`config.mk`:
```
export PLATFORM = sky130hd
export DESIGN_NAME = pwd_guard
export DESIGN_NICKNAME = d
export VERILOG_FILES = /design/src/rtl/pwd_guard_pkg.sv /design/src/rtl/pwd_guard_store.sv /design/src/rtl/pwd_guard_tries.sv /design/src/rtl/pwd_guard_stage.sv /design/src/rtl/pwd_guard.sv
export SDC_FILE = /design/constraint.sdc
export NUM_CORES = 1
export LEC_CHECK = 0
export BUFFER_PORTS_ARGS = -buffer_cell sky130_fd_sc_hd__buf_4
export CAP_MARGIN = 20
export CORE_MARGIN = 10
export CORE_UTILIZATION = 46
export CTS_CLUSTER_SIZE = 20
export DETAILED_ROUTE_END_ITERATION = 10
export PLACE_DENSITY = 0.72
export SLEW_MARGIN = 20
export SYNTH_ARGS = -nofsm -noshare
export SYNTH_HDL_FRONTEND = slang
export SYNTH_SLANG_ARGS = --single-unit
```
`constraint.sdc`:
```
create_clock -name clk -period 5.9 [get_ports clk]
set_input_delay 0.295 -clock clk [delete_from_list [all_inputs] [get_ports clk]]
set_output_delay 0.295 -clock clk [all_outputs]
set_load 0.01 [all_outputs]
```
`src/rtl/pwd_guard_pkg.sv`:
```
package pwd_guard_pkg;
  typedef enum logic [2:0] {
    OP_CHECK    = 3'd0,
    OP_NEW1     = 3'd1,
    OP_NEW2     = 3'd2,
    OP_RST_DEV  = 3'd3,
    OP_RST_KEYS = 3'd4
  } op_e;

  typedef enum logic [1:0] {
    PH_IDLE  = 2'd0,
    PH_AUTH  = 2'd1,
    PH_HAVE1 = 2'd2
  } phase_e;
endpackage

```
`src/rtl/pwd_guard_store.sv`:
```
module pwd_guard_store #(
  parameter int KEY_W  = 64,
  parameter int NSLOT  = 5,
  parameter int SLOT_W = 3
) (
  input  logic              clk,
  input  logic              rst,
  input  logic              zero_all,
  input  logic              wr_en,
  input  logic [SLOT_W-1:0] wr_slot,
  input  logic [KEY_W-1:0]  wr_data,
  input  logic [KEY_W-1:0]  key,
  output logic [NSLOT-1:0]  eq
);
  // one register per slot; all must clear together, so no RAM here
  for (genvar g = 0; g < NSLOT; g++) begin : g_slot
    logic [KEY_W-1:0] val;
    always_ff @(posedge clk) begin
      if (rst || zero_all)
        val <= '0;
      else if (wr_en && wr_slot == SLOT_W'(g))
        val <= wr_data;
    end
    assign eq[g] = (val == key);
  end
endmodule

```
`src/rtl/pwd_guard_tries.sv`:
```
module pwd_guard_tries #(
  parameter int MAX_FAIL = 8
) (
  input  logic clk,
  input  logic rst,
  input  logic fail,
  input  logic pass,
  input  logic unlock,
  output logic locked,
  output logic wipe
);
  localparam int CNT_W = $clog2(MAX_FAIL + 1);
  logic [CNT_W-1:0] cnt;

  always_ff @(posedge clk) begin
    if (rst) begin
      cnt    <= '0;
      locked <= 1'b0;
      wipe   <= 1'b0;
    end else begin
      wipe <= 1'b0;
      if (unlock) begin
        cnt    <= '0;
        locked <= 1'b0;
      end else if (!locked) begin
        if (pass)
          cnt <= '0;
        else if (fail) begin
          if (cnt == CNT_W'(MAX_FAIL)) begin
            locked <= 1'b1;
            wipe   <= 1'b1;
          end else
            cnt <= cnt + 1'b1;
        end
      end
    end
  end

  AST_FAIL_CNT_BOUND: assert property (@(posedge clk) disable iff (rst)
    cnt <= CNT_W'(MAX_FAIL));
  AST_LOCK_STICKY: assert property (@(posedge clk) disable iff (rst)
    (locked && !unlock) |=> locked);
  AST_WIPE_ON_LOCK: assert property (@(posedge clk) disable iff (rst)
    $rose(locked) |-> wipe);
endmodule

```
`src/rtl/pwd_guard_stage.sv`:
```
module pwd_guard_stage #(
  parameter int KEY_W  = 64,
  parameter int SLOT_W = 3
) (
  input  logic              clk,
  input  logic              rst,
  input  logic              req_valid,
  input  logic [2:0]        req_op,
  input  logic [SLOT_W-1:0] req_slot,
  input  logic [KEY_W-1:0]  req_key,
  input  logic              check_hit,
  output logic              new1_ok,
  output logic              new2_ok
);
  import pwd_guard_pkg::*;
  phase_e            phase;
  logic [SLOT_W-1:0] st_slot;
  logic [KEY_W-1:0]  st_key;

  assign new1_ok = (phase == PH_AUTH)  && (st_slot == req_slot);
  assign new2_ok = (phase == PH_HAVE1) && (st_slot == req_slot) && (st_key == req_key);

  always_ff @(posedge clk) begin
    if (rst) begin
      phase   <= PH_IDLE;
      st_slot <= '0;
      st_key  <= '0;
    end else if (req_valid) begin
      phase <= PH_IDLE;
      if (req_op == OP_CHECK && check_hit) begin
        phase   <= PH_AUTH;
        st_slot <= req_slot;
      end else if (req_op == OP_NEW1 && new1_ok) begin
        phase  <= PH_HAVE1;
        st_key <= req_key;
      end
    end
  end
endmodule

```
`src/rtl/pwd_guard.sv`:
```
module pwd_guard #(
  parameter int KEY_W    = 64,
  parameter int NSLOT    = 5,
  parameter int SLOT_W   = 3,
  parameter int MAX_FAIL = 8
) (
  input  logic              clk,
  input  logic              rst,
  input  logic              req_valid,
  input  logic [2:0]        req_op,
  input  logic [SLOT_W-1:0] req_slot,
  input  logic [KEY_W-1:0]  req_key,
  output logic              res_valid,
  output logic              res_match,
  output logic              locked,
  output logic              wipe_req,
  output logic              commit_req
);
  import pwd_guard_pkg::*;
  localparam int SLOT_SPAN = 1 << SLOT_W;
  localparam int RST_SLOT  = NSLOT - 1;

  logic [NSLOT-1:0]     eq;
  logic [SLOT_SPAN-1:0] eq_ext;
  logic                 is_check, is_rdev, is_rkeys, is_new1, is_new2;
  logic                 slot_hit, reset_hit, check_hit, hit;
  logic                 new1_ok, new2_ok, counted, unlock;
  logic                 tries_wipe, keys_wipe_q;

  assign is_check = req_valid && req_op == OP_CHECK;
  assign is_new1  = req_valid && req_op == OP_NEW1;
  assign is_new2  = req_valid && req_op == OP_NEW2;
  assign is_rdev  = req_valid && req_op == OP_RST_DEV;
  assign is_rkeys = req_valid && req_op == OP_RST_KEYS;

  assign eq_ext    = SLOT_SPAN'(eq);
  assign slot_hit  = eq_ext[req_slot];
  assign reset_hit = eq[RST_SLOT];
  // array slots are barred while locked; reset slot stays usable
  assign check_hit = slot_hit && !(locked && req_slot < SLOT_W'(RST_SLOT));

  always_comb begin
    hit = 1'b0;
    if (is_check)              hit = check_hit;
    else if (is_new1)          hit = new1_ok;
    else if (is_new2)          hit = new2_ok;
    else if (is_rdev || is_rkeys) hit = reset_hit;
  end

  assign counted = is_check || is_rdev || is_rkeys;
  assign unlock  = (is_rdev || is_rkeys) && reset_hit;

  pwd_guard_store #(.KEY_W(KEY_W), .NSLOT(NSLOT), .SLOT_W(SLOT_W)) u_store (
    .clk(clk), .rst(rst),
    .zero_all(is_rkeys && reset_hit),
    .wr_en(is_new2 && new2_ok), .wr_slot(req_slot), .wr_data(req_key),
    .key(req_key), .eq(eq)
  );

  pwd_guard_stage #(.KEY_W(KEY_W), .SLOT_W(SLOT_W)) u_stage (
    .clk(clk), .rst(rst), .req_valid(req_valid), .req_op(req_op),
    .req_slot(req_slot), .req_key(req_key), .check_hit(check_hit),
    .new1_ok(new1_ok), .new2_ok(new2_ok)
  );

  pwd_guard_tries #(.MAX_FAIL(MAX_FAIL)) u_tries (
    .clk(clk), .rst(rst),
    .fail(counted && !hit), .pass(counted && hit), .unlock(unlock),
    .locked(locked), .wipe(tries_wipe)
  );

  always_ff @(posedge clk) begin
    if (rst) begin
      res_valid   <= 1'b0;
      res_match   <= 1'b0;
      commit_req  <= 1'b0;
      keys_wipe_q <= 1'b0;
    end else begin
      res_valid   <= req_valid;
      res_match   <= hit;
      commit_req  <= is_new2 && new2_ok;
      keys_wipe_q <= is_rkeys && reset_hit;
    end
  end

  assign wipe_req = tries_wipe | keys_wipe_q;

  AST_RESULT_NEXT: assert property (@(posedge clk) disable iff (rst)
    req_valid |=> res_valid);
  AST_COMMIT_IS_MATCH: assert property (@(posedge clk) disable iff (rst)
    commit_req |-> (res_valid && res_match));
  AST_LOCKED_ARRAY_MISS: assert property (@(posedge clk) disable iff (rst)
    (locked && is_check && req_slot < SLOT_W'(RST_SLOT)) |=> !res_match);
endmodule

```
==> flow_summary_export.csv, run 1 <==
group,metric,value,unit
floorplan,start_util,46.5,%
floorplan,die_area,0.0486,mm2
global_routing,antenna_found_initial,1,
pwr,p_comb_share,7.2,%
placement,portBuffers,77,
global_routing,grtUsageMet3,3.55,%
global_routing,grt_start_max_net_pins,109,
floorplan,rows,73,
sta,slew_headroom,28.2,%
pwr,leakagePower,6.46,nW
pwr,ir_drop,0.000170,V
sta,finalClockSkew,17.5,ps
pwr,p_seq_share,48.2,%
route,vias,15085,
cts,cts_tree,"yes",
global_routing,grt_pass1_wl,82.3,mm
worst_setup_path,crit_path_end_kind,"flip-flop",
floorplan,die_h,220,um
floorplan,core,0.0397,mm2
yosys,synth_seq_area_share,43.2,%
route,wire_per_inst,20.1,um
layout,nets,2235,
worst_setup_path,crit_buf_inv,1,
worst_setup_path,critPathArrivalTime,4090,ps
worst_setup_path,cpLargestDelayFamily,"simple AND/OR/NAND/NOR gates",
route,vias_per_cell,5.56,
run,maxCapViolCount,0,
pwr,clockPowerShare,44.7,%
yosys,avgSynthCellArea,8.38,um2
layout,final_cell_mix,"nand2_1 (515), dfxtp_1 (399), xnor2_1 (276)",
global_routing,grt-busiest-layer,"met2",
cts,clock_latency,550,ps
yosys,synth_seq_cells,399,
yosys,synthCells,2206,
global_routing,met1_usage,27.7,%
placement,gp_congestion,0.853,
yosys,synth_nets,2281,
route,antenna_left,0,
placement,dpl.hpwl,35.4,mm
global_routing,grt_pass1_vias,14165,
cts,cts_root_buf,"clkbuf_16",
worst_setup_path,cp_cell_sequence,"xor2_1 -> nor4_1 -> nand4_1 -> nor4_2 -> nand2b_2 -> nor3_2 -> buf_4 -> mux2i_1 -> nor2_1",
sta,finalSetupTns,0,ps
layout,final_util,51.3,%
floorplan,io_pins,78,
sta,rsz0062_at_grt,"false",
route,drt_iter0_drc,1590,
status,outcome,"finished clean",
sta,fin_crit,3690,ps
global_routing,met2_usage,35.6,%
cts,cts_hold_buf,0,
placement,dp_worst_setup_slack,2080,ps
sta,timing.final.crit_share,62.5,%
cts,cts.clk_slew.worst_paths,60,ps
sta,hold_viol_final,0,
yosys,synth_flop_cell,"dfxtp_1",
sta,fin_ws,2210,ps
worst_setup_path,r2r_start,"u_stage.st_key[40]",
pwr,switching_share,23.8,%
global_routing,grt_overflow,0,
worst_hold_path,min_path_cells,2,
route,first_pass_iters,5,
route,drc_errors,0,
worst_setup_path,worstReg2RegEnd,"u_store.g_slot[0].val[10]",
worst_setup_path,cp_slowest_cell,"buf_4",
worst_setup_path,cp_max_fo,64,
layout,layout-drive-gt1-share,7.72,%
cts,htreeDepth,2,
yosys,synth_warnings,0,
cts,clkSinkCount,399,
sta,setup_viol,0,
floorplan,die_w,220,um
yosys,ys_types,45,
cts,post_cts_resized,0,
yosys,async_flop_share,0,%
sta,fmax,271,MHz
global_routing,grt_usage,21.8,%
worst_setup_path,worstSetupPathType,"flip-flop to flip-flop",
cts,clk_path_buf_depth,3,
cts,post_cts_buffers,0,
cts,cts_made_buffers,40,
worst_hold_path,min-delay-start,"req_valid",
yosys,synth_edf_count,0,
pwr,power,5.60,mW
layout,syn_to_final_growth,10.3,%
worst_setup_path,critical-path-max-stage-delay,820,ps
pwr,p_int,4.27,mW
layout,layout_commonest_cell,"nand2_1",
route,drt_wl_total,54.6,mm
worst_setup_path,required,6300,ps
worst_hold_path,hold_end,"res_valid",
worst_setup_path,rrSetupSlack,2210,ps
pwr,power_density,275,mW/mm2
sta,tightest_slew,1070,ps
yosys,netlist_area,0.0185,mm2
worst_setup_path,cp-start-kind,"flip-flop",
worst_hold_path,min_path_type,"input port to flip-flop",
sta,finalMaxSlewViolations,0,
worst_setup_path,rr_worst_depth,9,
pwr,p_switching,1.33,mW
[worst reg2reg max path, stage by stage, from the launching register on]
cell      delay [ps]
dfxtp_1          320
xor2_1           140
nor4_1           680
nand4_1          310
nor4_2           480
nand2b_2         220
nor3_2           140
buf_4            820
mux2i_1          360
nor2_1            70
[state kept, by name, summed over array words and instances (netlist names)]
signal	count
res_valid	1
u_stage.st_key	64
res_match	1
u_tries.locked	1
u_stage.st_slot	3
u_tries.wipe	1
keys_wipe_q	1
u_store.g_slot.val	320
commit_req	1
u_stage.phase	2
u_tries.cnt	4
[cell usage after synthesis, types with 3 or more instances]
| cell type | n | area share (%) |
|---|---|---|
| nand2_1 | 516 | 10 |
| dfxtp_1 | 399 | 43 |
| xnor2_1 | 276 | 13 |
| a21oi_1 | 261 | 7.1 |
| nor2_1 | 141 | 2.9 |
| mux2i_1 | 131 | 7.1 |
| xor2_1 | 103 | 4.9 |
| nand4_1 | 82 | 2.8 |
| clkbuf_1 | 65 | 1.3 |
| buf_1 | 63 | 1.3 |
| nor4_1 | 42 | 1.4 |
| buf_2 | 40 | 1.1 |
| inv_1 | 11 | 0.22 |
| nor2b_1 | 7 | 0.24 |
| buf_4 | 6 | 0.24 |
| buf_6 | 6 | 0.37 |
| nor3_1 | 6 | 0.16 |
| nand2b_1 | 4 | 0.14 |
| nand3_1 | 4 | 0.11 |
| nor3b_1 | 4 | 0.16 |
| a22o_1 | 3 | 0.14 |
| and2_1 | 3 | 0.10 |
| or2_2 | 3 | 0.10 |
[worst max path at each step]
stage                                     end  slack, ps  cells past startpoint               start
finish              u_store.g_slot[0].val[10]       2210                      9  u_stage.st_key[40]
global route        u_store.g_slot[0].val[10]       2130                      9  u_stage.st_key[59]
CTS                 u_store.g_slot[0].val[10]       2300                      9  u_stage.st_key[59]
detailed placement  u_store.g_slot[0].val[21]       2080                     10         req_key[40]
global placement    u_store.g_slot[4].val[38]       2160                      9         req_key[23]
floorplan           u_store.g_slot[2].val[10]       3410                     11  u_stage.st_key[21]
[per-layer routing]
layer	wire (um)	part of all wire, %
met1	22300	41
met5	0	0
met2	25000	46
met4	2550	4.7
met3	4720	8.6
[power groups by stage]
stage | Clock, mW | Sequential [mW] | Combinational [mW]
floorplan | 0 | 2.76 | 0.230
global placement | 0 | 2.76 | 0.388
detailed placement | 0 | 2.76 | 0.391
CTS | 2.53 | 2.70 | 0.394
global route | 2.64 | 2.69 | 0.416
finish | 2.50 | 2.70 | 0.401
[kinds of logic after synthesis]
family	count (synthesis)	share of synthesized area [%]
buf+inv	191	4.52
simple gates	825	19.2
compound gates	278	7.83
flops	399	43.2
mux	132	7.16
xor+xnor	379	18.0
fa+ha+maj	2	0.135
[metrics by stage]
stage | hold slack (ps) | std cells | instance area [um2]
4_1_cts | 16.1 | 2713 | 20400
5_1_grt | 64.1 | 2714 | 20400
3_3_place_gp | 446 | 2643 | 19100
2_1_floorplan | 423 | 2206 | 18500
3_5_place_dp | 446 | 2643 | 19100
6_report | 26.8 | 2714 | 20400
[layout make-up]
cell class	instances	area, um2
fill	3591	19400
multi-input combinational	1616	9690
sequential	399	7990
clock buffer	62	1200
timing repair buffer	92	728
tap	525	657
clock inverter	8	65.1
inverter	11	41.3
antenna	1	2.50
Power figures use the tool's default switching activity.
==> inputs of run 2 (changes only) <==
clock period = 3.65 ns   (was 5.9 ns; I/O delays follow)
==> flow_summary_export.csv, run 2 (same netlist as run 1, synthesis figures left out) <==
group,metric,value,unit
status,outcome,"finished clean",
layout,reg.largest.list,"u_store.g_slot.val x320, u_stage.st_key x64, u_tries.cnt x4",
worst_setup_path,r2r_start,"u_stage.st_key[21]",
worst_setup_path,crit_path_end_kind,"flip-flop",
layout,final_cell_count_no_fill,2791,
sta,rsz0062_at_grt,"false",
layout,ff_latch_area,0.00799,mm2
run,maxCapViolCount,0,
sta,fin_ws,403,ps
layout,syn_to_final_growth,16.1,%
pwr,p_switching,2.24,mW
layout,layout-drive-gt1-share,9.71,%
worst_setup_path,cp-start-kind,"input port",
worst_hold_path,min-delay-start,"req_key[13]",
worst_setup_path,cp_cell_sequence,"dlygate4sd3_1 -> buf_4 -> xnor2_1 -> o221ai_1 -> a2111oi_2 -> nand4_1 -> nor4_2 -> nand2b_2 -> nor3_2 -> buf_12 -> buf_12 -> mux2i_1 -> nor2_1",
pwr,power_density,453,mW/mm2
global_routing,grt_pass1_vias,14679,
cts,cts_hold_buf,30,
sta,hold_viol_final,0,
worst_setup_path,worstSetupPathType,"input port to flip-flop",
worst_setup_path,crit_buf_inv,4,
route,drt_wl_total,57.2,mm
pwr,leakagePower,6.97,nW
floorplan,rows,73,
placement,dpl_cell_area,0.0197,mm2
layout,final_area,0.0214,mm2
floorplan,die_h,220,um
layout,top_register,"u_store.g_slot.val",
worst_setup_path,critical-path-max-stage-delay,540,ps
floorplan,core,0.0397,mm2
cts,cts_made_buffers,41,
floorplan,start_util,46.5,%
layout,nets,2309,
worst_setup_path,critPathArrivalTime,3680,ps
worst_hold_path,min_path_type,"input port to flip-flop",
global_routing,grt_overflow,0,
global_routing,grt_usage,23.3,%
layout,final_cell_mix,"nand2_1 (515), dfxtp_1 (399), xnor2_1 (276)",
worst_setup_path,required,4080,ps
placement,dp.cells,2686,
sta,fin_crit,3250,ps
global_routing,grt_pass1_wl,87.4,mm
cts,post_cts_resized,0,
pwr,p_seq_share,44.9,%
cts,cts_root_buf,"clkbuf_16",
sta,finalClockSkew,15.7,ps
pwr,clockPowerShare,47.6,%
worst_setup_path,cpMostUsedCell,"buf_12",
layout,final_util,54.0,%
worst_setup_path,rr_worst_depth,11,
layout,multi_input_area,0.00969,mm2
worst_setup_path,rrSetupSlack,500,ps
floorplan,die_area,0.0486,mm2
placement,dpl.hpwl,38.3,mm
sta,setup_viol,0,
route,vias,15490,
worst_hold_path,hold_end,"u_store.g_slot[2].val[13]",
worst_setup_path,cp_slowest_cell,"dlygate4sd3_1",
route,drt_iter0_drc,1602,
pwr,p_comb_share,7.5,%
layout,num-fill-cells,3550,
cts,clock_latency,550,ps
sta,hold_ws,10.3,ps
cts,cts_tree,"yes",
floorplan,io_pins,78,
sta,fmax,308,MHz
pwr,ir_drop,0.000261,V
worst_setup_path,worstReg2RegEnd,"u_store.g_slot[0].val[45]",
layout,layout_commonest_cell,"nand2_1",
sta,finalSetupTns,0,ps
placement,gp_congestion,0.946,
cts,cts.clk_slew.worst_paths,60,ps
layout,largest_reg_flops,320,
route,vias_per_cell,5.55,
placement,dp_worst_setup_slack,472,ps
pwr,switching_share,23.1,%
global_routing,grt_start_max_net_pins,76,
placement,portBuffers,77,
sta,slew_headroom,39.7,%
route,first_pass_iters,5,
cts,clkSinkCount,399,
worst_setup_path,cp_max_fo,21,
cts,clk_path_buf_depth,3,
cts,post_cts_buffers,0,
route,antenna_left,0,
worst_setup_path,cpLargestDelayFamily,"simple AND/OR/NAND/NOR gates",
floorplan,die_w,220,um
sta,timing.final.crit_share,89.0,%
worst_hold_path,min_path_cells,3,
pwr,p_int,7.47,mW
pwr,power,9.71,mW
route,wire_per_inst,20.5,um
route,drc_errors,0,
sta,finalMaxSlewViolations,0,
global_routing,antenna_found_initial,0,
sta,tightest_slew,905,ps
cts,htreeDepth,2,
## run 2: cell count changes in the layout (fill, tap and decap cells not counted)
| cell | change |
|---|---|
| dlygate4sd3_1 | +30 |
| buf_4 | +25 |
| buf_12 | +18 |
| bufinv_16 | +7 |
| clkbuf_1 | -4 |
| clkbuf_8 | -4 |
| clkbuf_16 | +2 |
| clkinvlp_4 | +2 |
| inv_6 | +2 |
| clkinv_2 | -1 |
## run 2: power groups by stage
| stage | sequential [mW] | combinational, mW | clock [mW] |
|---|---|---|---|
| floorplan | 4.46 | 0.371 | 0 |
| global placement | 4.46 | 0.680 | 0 |
| detailed placement | 4.46 | 0.685 | 0 |
| CTS | 4.36 | 0.716 | 4.67 |
| global route | 4.36 | 0.761 | 4.83 |
| finish | 4.36 | 0.729 | 4.62 |
## run 2: cell type report
class	instances	area share (%)
sequential	399	37.2
multi-input combinational	1616	45.2
timing repair buffer	165	7.35
antenna	1	0.0117
inverter	11	0.193
clock buffer	56	5.53
tap	525	3.06
clock inverter	18	1.41
## run 2: worst reg2reg max path: cells and delay by family (launching register included)
| family | cells | cell delay (ps) |
|---|---|---|
| AND/OR/NAND/NOR | 5 | 1270 |
| AO/OA/AOI/OAI | 2 | 540 |
| buffers and inverters | 2 | 470 |
| flip-flops | 1 | 320 |
| multiplexers | 1 | 240 |
| XOR/XNOR | 1 | 190 |
## run 2: worst max path at each step
| stage | startpoint | slack, ps | to | cells after the start |
|---|---|---|---|---|
| global route | req_key[21] | 140 | u_store.g_slot[0].val[50] | 13 |
| detailed placement | req_key[21] | 470 | u_store.g_slot[0].val[50] | 12 |
| global placement | req_key[54] | 530 | u_tries.cnt[0] | 11 |
| finish | req_key[21] | 400 | u_store.g_slot[0].val[45] | 13 |
| floorplan | u_stage.st_key[21] | 1160 | u_store.g_slot[2].val[10] | 11 |
| CTS | req_key[21] | 450 | u_store.g_slot[0].val[45] | 13 |
## run 2: metal layers
metal / GRT usage [%] / up-vias / routed length, um
li1: - / 7272 / -
met1: 29.8 / 7475 / 22900
met2: 37.3 / 603 / 26300
met3: 4.08 / 140 / 5150
met4: 11.4 / 0 / 2830
met5: 0 / - / 0
